--- src/rtl/strobe_pkg.sv ---
package strobe_pkg;

  typedef enum logic [1:0] {
    MODE_STANDBY = 2'd0,
    MODE_IDLE    = 2'd1,
    MODE_READ    = 2'd2,
    MODE_WRITE   = 2'd3
  } bus_mode_e;

  typedef enum logic [1:0] {
    WC_IDLE    = 2'd0,
    WC_ACTIVE  = 2'd1,
    WC_BLOCKED = 2'd2
  } wcap_state_e;

endpackage

--- src/rtl/pin_sync.sv ---
module pin_sync #(
  parameter int             W       = 1,
  parameter int             STAGES  = 2,
  parameter logic [W-1:0]   RST_VAL = '0
) (
  input  logic         clk,
  input  logic         rst,
  input  logic [W-1:0] d,
  output logic [W-1:0] q
);

  logic [W-1:0] stg [STAGES];

  always_ff @(posedge clk) begin
    if (rst) begin
      for (int i = 0; i < STAGES; i++) stg[i] <= RST_VAL;
    end else begin
      stg[0] <= d;
      for (int i = 1; i < STAGES; i++) stg[i] <= stg[i-1];
    end
  end

  assign q = stg[STAGES-1];

endmodule

--- src/rtl/we_glitch_filter.sv ---
module we_glitch_filter #(
  parameter int GLITCH_CYC = 4
) (
  input  logic clk,
  input  logic rst,
  input  logic we_n_in,
  output logic we_n_out
);

  localparam int CW = (GLITCH_CYC > 1) ? $clog2(GLITCH_CYC) : 1;

  generate
    if (GLITCH_CYC <= 1) begin : g_pass
      always_ff @(posedge clk) begin
        if (rst) we_n_out <= 1'b1;
        else     we_n_out <= we_n_in;
      end
    end else begin : g_count
      localparam logic [CW-1:0] LAST = CW'(GLITCH_CYC - 1);
      logic [CW-1:0] cnt;
      // Release is immediate; assertion needs GLITCH_CYC consecutive low samples.
      always_ff @(posedge clk) begin
        if (rst) begin
          cnt      <= '0;
          we_n_out <= 1'b1;
        end else if (we_n_in) begin
          cnt      <= '0;
          we_n_out <= 1'b1;
        end else if (cnt == LAST) begin
          we_n_out <= 1'b0;
        end else begin
          cnt <= cnt + 1'b1;
        end
      end
    end
  endgenerate

endmodule

--- src/rtl/write_capture.sv ---
module write_capture
  import strobe_pkg::*;
#(
  parameter int AW = 13,
  parameter int DW = 8
) (
  input  logic          clk,
  input  logic          rst,
  input  logic          ce_n,
  input  logic          we_n_raw,
  input  logic          we_n_f,
  input  logic          oe_n,
  input  logic          sup_low,
  input  logic [AW-1:0] addr,
  input  logic [DW-1:0] data_prev,
  output logic          wr_valid,
  output logic [AW-1:0] wr_addr,
  output logic [DW-1:0] wr_data
);

  wcap_state_e   state;
  logic          raw_act, raw_act_q;
  logic [AW-1:0] addr_cand, addr_start, addr_q;
  logic          strobe, inhibit;

  assign raw_act    = !ce_n && !we_n_raw;
  assign strobe     = !ce_n && !we_n_f;
  assign inhibit    = !oe_n || sup_low;
  // Address at the moment the later strobe fell, before filtering delays it.
  assign addr_start = (raw_act && !raw_act_q) ? addr : addr_cand;

  always_ff @(posedge clk) begin
    if (rst) begin
      raw_act_q <= 1'b0;
      addr_cand <= '0;
    end else begin
      raw_act_q <= raw_act;
      if (raw_act && !raw_act_q) addr_cand <= addr;
    end
  end

  always_ff @(posedge clk) begin
    if (rst) begin
      state    <= WC_IDLE;
      addr_q   <= '0;
      wr_valid <= 1'b0;
      wr_addr  <= '0;
      wr_data  <= '0;
    end else begin
      wr_valid <= 1'b0;
      unique case (state)
        WC_IDLE: begin
          if (strobe) begin
            if (inhibit) begin
              state <= WC_BLOCKED;
            end else begin
              state  <= WC_ACTIVE;
              addr_q <= addr_start;
            end
          end
        end
        WC_ACTIVE: begin
          if (inhibit) begin
            state <= WC_BLOCKED;
          end else if (!strobe) begin
            state    <= WC_IDLE;
            wr_valid <= 1'b1;
            wr_addr  <= addr_q;
            wr_data  <= data_prev;
          end
        end
        WC_BLOCKED: begin
          if (!strobe) state <= WC_IDLE;
        end
        default: state <= WC_IDLE;
      endcase
    end
  end

endmodule

--- src/rtl/mode_decode.sv ---
module mode_decode
  import strobe_pkg::*;
#(
  parameter int AW = 13
) (
  input  logic          clk,
  input  logic          rst,
  input  logic          ce_n,
  input  logic          oe_n,
  input  logic          we_n_f,
  input  logic [AW-1:0] addr,
  output bus_mode_e     mode,
  output logic          bus_oe,
  output logic          rd_req,
  output logic [AW-1:0] rd_addr
);

  logic      rd_act, rd_act_q;
  bus_mode_e mode_d;

  assign rd_act = !ce_n && !oe_n;

  always_comb begin
    if (ce_n)        mode_d = MODE_STANDBY;
    else if (!oe_n)  mode_d = MODE_READ;
    else if (!we_n_f) mode_d = MODE_WRITE;
    else             mode_d = MODE_IDLE;
  end

  always_ff @(posedge clk) begin
    if (rst) begin
      mode     <= MODE_STANDBY;
      bus_oe   <= 1'b0;
      rd_act_q <= 1'b0;
      rd_req   <= 1'b0;
      rd_addr  <= '0;
    end else begin
      mode     <= mode_d;
      bus_oe   <= rd_act;
      rd_act_q <= rd_act;
      rd_req   <= 1'b0;
      if (rd_act && (!rd_act_q || addr != rd_addr)) begin
        rd_req  <= 1'b1;
        rd_addr <= addr;
      end
    end
  end

endmodule

--- src/rtl/strobe_decoder.sv ---
module strobe_decoder
  import strobe_pkg::*;
#(
  parameter int AW          = 13,
  parameter int DW          = 8,
  parameter int GLITCH_CYC  = 4,
  parameter int SYNC_STAGES = 2
) (
  input  logic          clk,
  input  logic          rst,
  input  logic          ce_n_pin,
  input  logic          oe_n_pin,
  input  logic          we_n_pin,
  input  logic [AW-1:0] addr_pin,
  input  logic [DW-1:0] data_pin,
  input  logic          supply_low,
  output logic [1:0]    bus_mode,
  output logic          bus_drive,
  output logic          rd_req,
  output logic [AW-1:0] rd_addr,
  output logic          wr_valid,
  output logic [AW-1:0] wr_addr,
  output logic [DW-1:0] wr_data
);

  localparam int BUS_W = AW + DW;

  logic [2:0]       ctl_s;
  logic [BUS_W-1:0] bus_s;
  logic             we_f;
  logic             ce_a, oe_a, we_a, sup_a;
  logic [AW-1:0]    addr_a;
  logic [DW-1:0]    data_a, data_b;
  bus_mode_e        mode_q;

  pin_sync #(.W(3), .STAGES(SYNC_STAGES), .RST_VAL(3'b111)) u_ctl_sync (
    .clk(clk), .rst(rst),
    .d({ce_n_pin, oe_n_pin, we_n_pin}),
    .q(ctl_s)
  );

  pin_sync #(.W(BUS_W), .STAGES(SYNC_STAGES), .RST_VAL('0)) u_bus_sync (
    .clk(clk), .rst(rst),
    .d({addr_pin, data_pin}),
    .q(bus_s)
  );

  we_glitch_filter #(.GLITCH_CYC(GLITCH_CYC)) u_filt (
    .clk(clk), .rst(rst),
    .we_n_in(ctl_s[0]),
    .we_n_out(we_f)
  );

  // Align stage: matches the one-register release latency of the filter.
  always_ff @(posedge clk) begin
    if (rst) begin
      ce_a   <= 1'b1;
      oe_a   <= 1'b1;
      we_a   <= 1'b1;
      sup_a  <= 1'b0;
      addr_a <= '0;
      data_a <= '0;
      data_b <= '0;
    end else begin
      ce_a   <= ctl_s[2];
      oe_a   <= ctl_s[1];
      we_a   <= ctl_s[0];
      sup_a  <= supply_low;
      addr_a <= bus_s[BUS_W-1:DW];
      data_a <= bus_s[DW-1:0];
      data_b <= data_a;
    end
  end

  mode_decode #(.AW(AW)) u_mode (
    .clk(clk), .rst(rst),
    .ce_n(ce_a), .oe_n(oe_a), .we_n_f(we_f),
    .addr(addr_a),
    .mode(mode_q),
    .bus_oe(bus_drive),
    .rd_req(rd_req),
    .rd_addr(rd_addr)
  );

  write_capture #(.AW(AW), .DW(DW)) u_wcap (
    .clk(clk), .rst(rst),
    .ce_n(ce_a), .we_n_raw(we_a), .we_n_f(we_f),
    .oe_n(oe_a), .sup_low(sup_a),
    .addr(addr_a), .data_prev(data_b),
    .wr_valid(wr_valid), .wr_addr(wr_addr), .wr_data(wr_data)
  );

  assign bus_mode = mode_q;

endmodule

--- config.mk ---
export PLATFORM = sky130hd
export DESIGN_NAME = strobe_decoder
export DESIGN_NICKNAME = d
export VERILOG_FILES = /design/src/rtl/strobe_pkg.sv /design/src/rtl/pin_sync.sv /design/src/rtl/we_glitch_filter.sv /design/src/rtl/write_capture.sv /design/src/rtl/mode_decode.sv /design/src/rtl/strobe_decoder.sv
export SDC_FILE = /design/constraint.sdc
export NUM_CORES = 1
export LEC_CHECK = 0
export ABC_AREA = 1
export BUFFER_PORTS_ARGS = -buffer_cell sky130_fd_sc_hd__clkbuf_2
export CORE_AREA = 2 2 111 113
export CTS_CLUSTER_SIZE = 16
export DETAILED_ROUTE_END_ITERATION = 12
export DIE_AREA = 0 0 113 115
export PLACE_DENSITY = 0.61
export RECOVER_POWER = 50
export SLEW_MARGIN = 20
export SYNTH_ARGS = -nofsm -noshare
export SYNTH_HDL_FRONTEND = slang
export SYNTH_SLANG_ARGS = --single-unit
--- constraint.sdc ---
create_clock -name clk -period 1.6 [get_ports clk]
set_input_delay 0.24 -clock clk [delete_from_list [all_inputs] [get_ports clk]]
set_output_delay 0.24 -clock clk [all_outputs]
set_load 0.02 [all_outputs]
==> results of run 1 <==
==> cells in the mapped netlist, types with 2 or more instances <==
| cell | instances | area share [%] |
|---|---|---|
| nor2_1 | 167 | 12 |
| dfxtp_1 | 152 | 59 |
| inv_1 | 96 | 7.0 |
| nand2_1 | 53 | 3.9 |
| o21ai_0 | 35 | 3.4 |
| a21oi_1 | 20 | 1.9 |
| a21oi_2 | 20 | 3.4 |
| clkbuf_1 | 20 | 1.5 |
| nand3_1 | 13 | 1.3 |
| or2_2 | 9 | 1.1 |
| inv_2 | 7 | 0.51 |
| nor2_4 | 7 | 1.5 |
| buf_2 | 6 | 0.58 |
| buf_6 | 2 | 0.44 |
| xnor2_1 | 2 | 0.34 |
==> worst reg2reg max path, delay by kind of cell (launching register included) <==
| family | cells | cell delay [ns] |
|---|---|---|
| simple gates | 7 | 0.71 |
| buf+inv | 1 | 0.06 |
| compound gates | 1 | 0.17 |
| flops | 1 | 0.42 |
==> per-layer routing <==
layer | wire, um | GRT usage (%) | vias to the layer above
met1 | 4337 | 18.77 | 1530
met3 | 357 | 4.533 | 16
met2 | 3835 | 21.84 | 66
li1 | - | - | 1991
met4 | 248 | 7.967 | 0
met5 | 0 | 0 | -
==> worst max-delay path by stage <==
| stage | start | end | cells past startpoint |
|---|---|---|---|
| CTS | u_mode.rd_addr[1] | u_mode.rd_addr[9] | 9 |
| global route | u_wcap.state[1] | u_wcap.wr_addr[1] | 6 |
| finish | u_mode.rd_addr[1] | u_mode.rd_addr[9] | 9 |
| floorplan | u_mode.rd_addr[3] | u_mode.rd_addr[10] | 10 |
| global placement | u_mode.rd_addr[1] | u_mode.rd_addr[6] | 9 |
| detailed placement | u_mode.rd_addr[1] | u_mode.rd_addr[12] | 9 |
==> logic make-up after synthesis <==
kind of cell               synth area share, %
DFF                                      59.06
and+or+nand+nor                          20.88
adders and majority gates               0.2428
AOI/OAI and AO/OA                        8.839
buffers and inverters                    10.27
muxes                                   0.1943
xor gates and xnor gates                0.5100
==> sequential cells by signal, indices dropped and copies added, names as in the netlist, 6 cells and up <==
name	flops
addr_a	13
data_a	8
data_b	8
u_bus_sync.stg	42
u_ctl_sync.stg	6
u_mode.rd_addr	13
u_wcap.addr_cand	13
u_wcap.addr_q	13
u_wcap.wr_addr	13
u_wcap.wr_data	8
==> timing repair <==
action,4_1_cts,5_1_grt
cloned,0,1
pin swaps,0,2
hold buffers,4,0
endpoints found under the setup margin,4,26
gates resized for setup,1,6
hold endpoints to repair,4,0
==> area by class of cell <==
| type | count | area share, % |
|---|---|---|
| clock buffers | 21 | 7.486 |
| clock inverters | 11 | 2.309 |
| inverters | 103 | 6.152 |
| multi-input cells | 337 | 25.70 |
| flip-flops and latches | 152 | 48.42 |
| well taps | 147 | 2.927 |
| repair buffers | 77 | 7.008 |
==> report_power, final <==
group / internal [W] / switching (W)
logic: 0.0000866 / 0.000138
clock network: 0.00258 / 0.00146
registers: 0.00387 / 0.0000243
total: 0.00653 / 0.00162
==> metrics by stage <==
stage / total power, W / instance area [um2] / cells
finish: 0.008148 / 6285 / 848
global route: 0.008468 / 6285 / 848
CTS: 0.008246 / 6290 / 847
detailed placement: 0.004195 / 5629 / 811
global placement: 0.004189 / 5629 / 811
floorplan: 0.004116 / 5152 / 620
==> out/summary.txt, run 1 <==
Final nets: 716
Most used cell, CP: nand2_1
MaxCap Viol Count: 0
Die area: 13000 um2
RSZ-0062 raised after global routing: yes
Fin Hold WS: 0.02084 ns
CP max stage cell: dfxtp_1
Net Count, Synth: 648
Reg area: 3043 um2
Leakage: 2.865 nW
WHS Endpoint: u_bus_sync.stg[0][10]
Area Overhead vs Synth: 21.98%
Tmin final: 1.469 ns
Leading cell type in the layout, fill and taps excluded: nor2_1
Worst Skew: 0.006337 ns
Largest net degree at the start of global routing: 53
Synthesis Warnings: 0
Worst R2R Start: u_mode.rd_addr[1]
Worst-Skew Late Latency: 0.40 ns
Ports: 66
Die W: 113 um
Worst hold-check path type: primary input to flip-flop
Synthesized cell area: 5152 um2
IO Port Bufs: 65
CTS tree: built
Final ANT Viol Nets: 0
Failing checks: DRC
R2r endpoint: u_mode.rd_addr[9]
Crit-path max cell delay: 0.42 ns
FP Rows: 40
Cell Pwr Density: 1296 nW/um2
Antenna Cells: 0
Max Slew Vio Count: 0
Setup WS post-layout: 0.1313 ns
Crit path required time: 1.89 ns
Register area share after synthesis: 59.06%
R2R depth: 9
Status: finished with violations
Post-CTS setup buffer count: 0
Detailed Route WL: 8779 um
GRT Overall Usage: 14.54%
Drt via density: 4.249
Initial antenna violation count: 0
Final core utilization: 53.21%
Cells after Synth: 620
Via count: 3603
H-tree depth: 4
Critical Path, Cell by Cell: inv_1, nand2_1, nand2_1, nor2_1, nand2_1, nor2_4, nand2_4, a21oi_1, nor2_1
Commonest non-fill, non-tap cells in the layout: nor2_1 (165), dfxtp_1 (152), inv_1 (96)
CTS Sinks: 152
Critical-path maximum fanout: 14
Vias in the first global route: 3316
Area of the multi-input gates: 1615 um2
Num CTS Buffers: 17
Gr ovfl total: 0
Post-synth EDFFs: 0
Tcrit/Tclk final: 91.79%
Hold Vio Cnt, Final: 0
Clock Path Buffers: 2
CP bufs+invs: 1
Synth cell types: 26
Min-Delay Path Depth: 3
Pre-CTS WS: 0.0004895 ns
WL/cell: 10.35 um
First-pass GRT wire length: 14970 um
Hold_sp: addr_pin[2]
Fillcell total: 1133
Starting DRC count in detailed routing: 162
Slew headroom: 45.40%
Pre-antenna DRT Iters: 8
Initial Util: 43.62%
Slew @ Worst Pin: 0.8190 ns
Final Wtd Congestion: 0.8196
Crit. End Element: flip-flop
Layout cells sized above 1: 21.83%
Max IR drop VDD: 0.6479 mV
Fmax achieved: 0.6809 GHz
Mean Syn Cell Area: 8.310 um2
Share of flip-flops with an asynchronous set or reset: 0%
Synth Flop Type: dfxtp_1
Final HPWL from detailed placement: 5763 um
CP delay by family, top: simple AND/OR/NAND/NOR gates
Drt drc: 3
Die H: 115 um
Core box area: 11810 um2
CTS Root Cell: clkbuf_16
Crit path kind: flip-flop to flip-flop
WP data arrival: 1.76 ns
Flop2flop setup slack: 0.13 ns
Endpoints failing setup: 0
CP Launch Type: flip-flop
Clock slew at reported path FFs: 0.06 ns
Post-route setup TNS: 0 ns
Flops & latches, synth: 152
Note: power is estimated with default switching activity, not from simulation.
==> inputs of run 2 (changes only) <==
--- a/config.mk
+++ b/config.mk
@@ -7,13 +7,14 @@
 export LEC_CHECK = 0
 export ABC_AREA = 1
 export BUFFER_PORTS_ARGS = -buffer_cell sky130_fd_sc_hd__clkbuf_2
-export CORE_AREA = 2 2 111 113
+export CORE_AREA = 2 2 123 125
 export CTS_CLUSTER_SIZE = 16
 export DETAILED_ROUTE_END_ITERATION = 12
-export DIE_AREA = 0 0 113 115
-export PLACE_DENSITY = 0.61
+export DIE_AREA = 0 0 125 127
+export PLACE_DENSITY = 0.56
 export RECOVER_POWER = 50
 export SLEW_MARGIN = 20
 export SYNTH_ARGS = -nofsm -noshare
 export SYNTH_HDL_FRONTEND = slang
+export SYNTH_HIERARCHICAL = 1
 export SYNTH_SLANG_ARGS = --single-unit
==> run 2 against run 1 <==
Effect of this change:
- the run now ends clean
- final cell count rose by 17%
- clock-buffer cell count increased by 2
- combinational power rose by 16%
- core utilization decreased by 7.5 points
- critical path depth grew 1
==> out/summary.txt, run 2 <==
CP Launch Type: flip-flop
Num CTS Buffers: 17 (unchanged)
Share of flip-flops with an asynchronous set or reset: 0% (unchanged)
IO Port Bufs: 65 (unchanged)
Area leader, netlist: dfxtp_1
Largest net degree at the start of global routing: 36 (-32%)
Fillcell total: 1474 (+30%)
Net Count, Synth: 780 (+20%)
Biggest register: u_bus_sync/stg
Flops & latches, synth: 152 (unchanged)
FP Rows: 44 (+10%)
Final Wtd Congestion: 0.7899 (-3.6%)
Logic pwr share: 3.3% (+0.5 points)
Initial Util: 39.81% (-3.8 points)
Critical Path, Cell by Cell: inv_1, nand2_1, nand2_1, nor2_1, nand2_1, nor2_4, nand2_8, nand3_1, nand2_1, nor2_1
Clock Path Buffers: 2 (unchanged)
Ports: 66 (unchanged)
Commonest non-fill, non-tap cells in the layout: nor2_1 (169), dfxtp_1 (152), nand2_1 (139)
Synth top area share: 53.00% (-6.1 points)
Cell with the most instances after synthesis: nor2_1
Leading cell type in the layout, fill and taps excluded: nor2_1
Cell Int Power: 0.006243 W (-4.4%)
Commonest cells post-synth: nor2_1 (169), dfxtp_1 (152), nand2_1 (139), inv_1 (136), nand3_1 (42)
Drt drc: 0 (-3)
CP max stage cell: dfxtp_1
Max reg flops: 42 (unchanged)
Die W: 125 um (+11%)
RSZ-0062 raised after global routing: yes
Finished Layout Cells: 994 (+17%)
Flop2flop setup slack: 0.11 ns (-0.02 ns)
GRT Overall Usage: 13.85% (-0.69 points)
Synth Flop Type: dfxtp_1
Detailed Route WL: 10450 um (+19%)
Drt via density: 4.239 (-0.22%)
Mean Syn Cell Area: 7.635 um2 (-8.1%)
MaxCap Viol Count: 0 (unchanged)
Placed cell count: 962 (+19%)
Slew @ Worst Pin: 0.8822 ns (+0.06319 ns)
Setup crit start: addr_a[8]
Final nets: 826 (+15%)
Switching Power: 0.001628 W (+0.52%)
Pre-antenna DRT Iters: 4 (-4)
Synthesis Warnings: 6 (+6)
Worst hold-check path type: primary input to flip-flop
Final ANT Viol Nets: 0 (unchanged)
Crit. End Element: flip-flop
Clk pwr share: 47.2% (-2.3 points)
Fmax achieved: 0.6707 GHz (-1.5%)
Crit path kind: flip-flop to flip-flop
Via count: 4214 (+17%)
Post-synth EDFFs: 0 (unchanged)
First-pass GRT wire length: 18020 um (+20%)
Worst Skew: 0.006830 ns (+0.0004932 ns)
Vias in the first global route: 4019 (+21%)
Hold_sp: data_pin[7]
Tmin final: 1.491 ns (+0.02238 ns)
Worst R2R Start: addr_a[8]
Fin Hold WS: 0.01668 ns (-0.004157 ns)
R2r endpoint: u_mode/rd_addr[2]
Leakage: 3.111 nW (+8.6%)
Clock slew at reported path FFs: 0.06 ns (about the same)
WHS Endpoint: u_bus_sync/stg[0][7]
Die H: 127 um (+10%)
Seq pwr share: 49.5% (+1.8 points)
Status: finished, final reports clean
Layout cells sized above 1: 15.43% (-6.4 points)
CTS Root Cell: clkbuf_16
R2R depth: 10 (+1)
Critical-path maximum fanout: 27 (+13)
Min-Delay Path Depth: 3 (unchanged)
WP data arrival: 1.84 ns (+0.08 ns)
WL/cell: 10.51 um (+1.5%)
Area Overhead vs Synth: 14.73%
Most used cell, CP: nand2_1
Synth cell types: 26 (unchanged)
Worst-Skew Late Latency: 0.41 ns (about the same)
H-tree depth: 4 (unchanged)
Synth area leaders: dfxtp_1 (53%), nor2_1 (11%), nand2_1 (9.1%)
CTS Sinks: 152 (unchanged)
Crit-path max cell delay: 0.39 ns (-0.03 ns)
Max IR drop VDD: 0.9479 mV (+46%)
CTS tree: built
Initial antenna violation count: 0 (unchanged)
Power Total: 0.007871 W (-3.4%)
Synthesized cell area: 5742 um2 (+11%)
Cells after Synth: 752 (+21%)
Cell Pwr Density: 1195 nW/um2 (-7.8%)
Final HPWL from detailed placement: 7471 um (+30%)
Switching share of power: 20.68% (+0.81 points)
Post-CTS setup buffer count: 0 (unchanged)
Endpoints failing setup: 0 (unchanged)
Gr ovfl total: 0 (unchanged)
Hold Vio Cnt, Final: 0 (unchanged)
Die area: 15880 um2 (+22%)
Register area share after synthesis: 53.00% (-6.1 points)
Antenna Cells: 0 (unchanged)
Max Slew Vio Count: 0 (unchanged)
Tcrit/Tclk final: 93.19% (+1.4 points)
Slew headroom: 41.18% (-4.2 points)
Crit path required time: 1.95 ns (+0.06 ns)
Post-route setup TNS: 0 ns (unchanged)
Starting DRC count in detailed routing: 150 (-7.4%)
Core box area: 14420 um2 (+22%)
-- run 2: worst max path at each step --
stage | to | slack (ns) | cells past startpoint
detailed placement | u_mode/rd_addr[2] | 0.09 | 10
global placement | u_mode/rd_addr[4] | 0.17 | 9
floorplan | u_mode/rd_addr[1] | 0.20 | 10
global route | u_mode/rd_addr[7] | -0.02 | 9
CTS | u_mode/rd_addr[2] | 0.07 | 10
finish | u_mode/rd_addr[2] | 0.11 | 10
-- run 2: cells by family (layout without fill, tap and decap cells) --
kind of cell             Yosys count  in the layout  share of synthesized area (%)
AO/OA/AOI/OAI                     29             29                          2.593
XOR/XNOR                           1              1                         0.1526
adder cells (fa/ha/maj)            1              1                         0.2179
buffers and inverters            193            251                          16.37
flip-flops                       152            152                          53.00
AND/OR/NAND/NOR                  376            376                          27.67
-- run 2: power groups by stage --
| stage | combinational (W) | sequential (W) | clock [W] |
|---|---|---|---|
| 2_1_floorplan | 0.000226 | 0.00397 | 0 |
| 3_3_place_gp | 0.000262 | 0.00398 | 0 |
| 3_5_place_dp | 0.000268 | 0.00398 | 0 |
| 4_1_cts | 0.000271 | 0.00390 | 0.00381 |
| 5_1_grt | 0.000302 | 0.00390 | 0.00397 |
| 6_report | 0.000261 | 0.00390 | 0.00371 |
-- run 2: area by class of cell --
class | instances | area (um2) | share of cell area [%]
clock buffers | 23 | 488.0 | 7.407
clock inverters | 8 | 71.32 | 1.083
inverters | 140 | 525.5 | 7.977
multi-input cells | 407 | 1775 | 26.95
flip-flops and latches | 152 | 3043 | 46.19
well taps | 184 | 230.2 | 3.495
repair buffers | 80 | 454.2 | 6.895
-- run 2: timing repair --
action / CTS / global route
gates resized for setup: 0 / 3
hold buffers: 1 / 0
endpoints found under the hold margin: 1 / 0
endpoints found under the setup margin: 0 / 13
-- run 2: per-stage QoR --
step / instance area [um2] / setup slack [ns] / utilization [%]
floorplan: 5742 / 0.2000 / -
global placement: 6026 / 0.1672 / 41.78
finish: 6588 / 0.1089 / 45.67
CTS: 6595 / 0.07263 / 45.72
global route: 6588 / -0.02068 / 45.67
detailed placement: 6026 / 0.08775 / 41.78
-- run 2: metal layers --
metal	up-vias	GRT usage, %	routed length (um)
met2	69	22.76	4903
met1	1867	17.02	4992
li1	2264	-	-
met5	-	0	0
met4	0	5.686	185
met3	14	4.271	363
-- run 2: critical path, delay by kind of cell (launching register included) --
family / cells / cell delay [ns]
AND/OR/NAND/NOR: 9 / 0.95
flip-flops: 1 / 0.39
buffers and inverters: 1 / 0.09
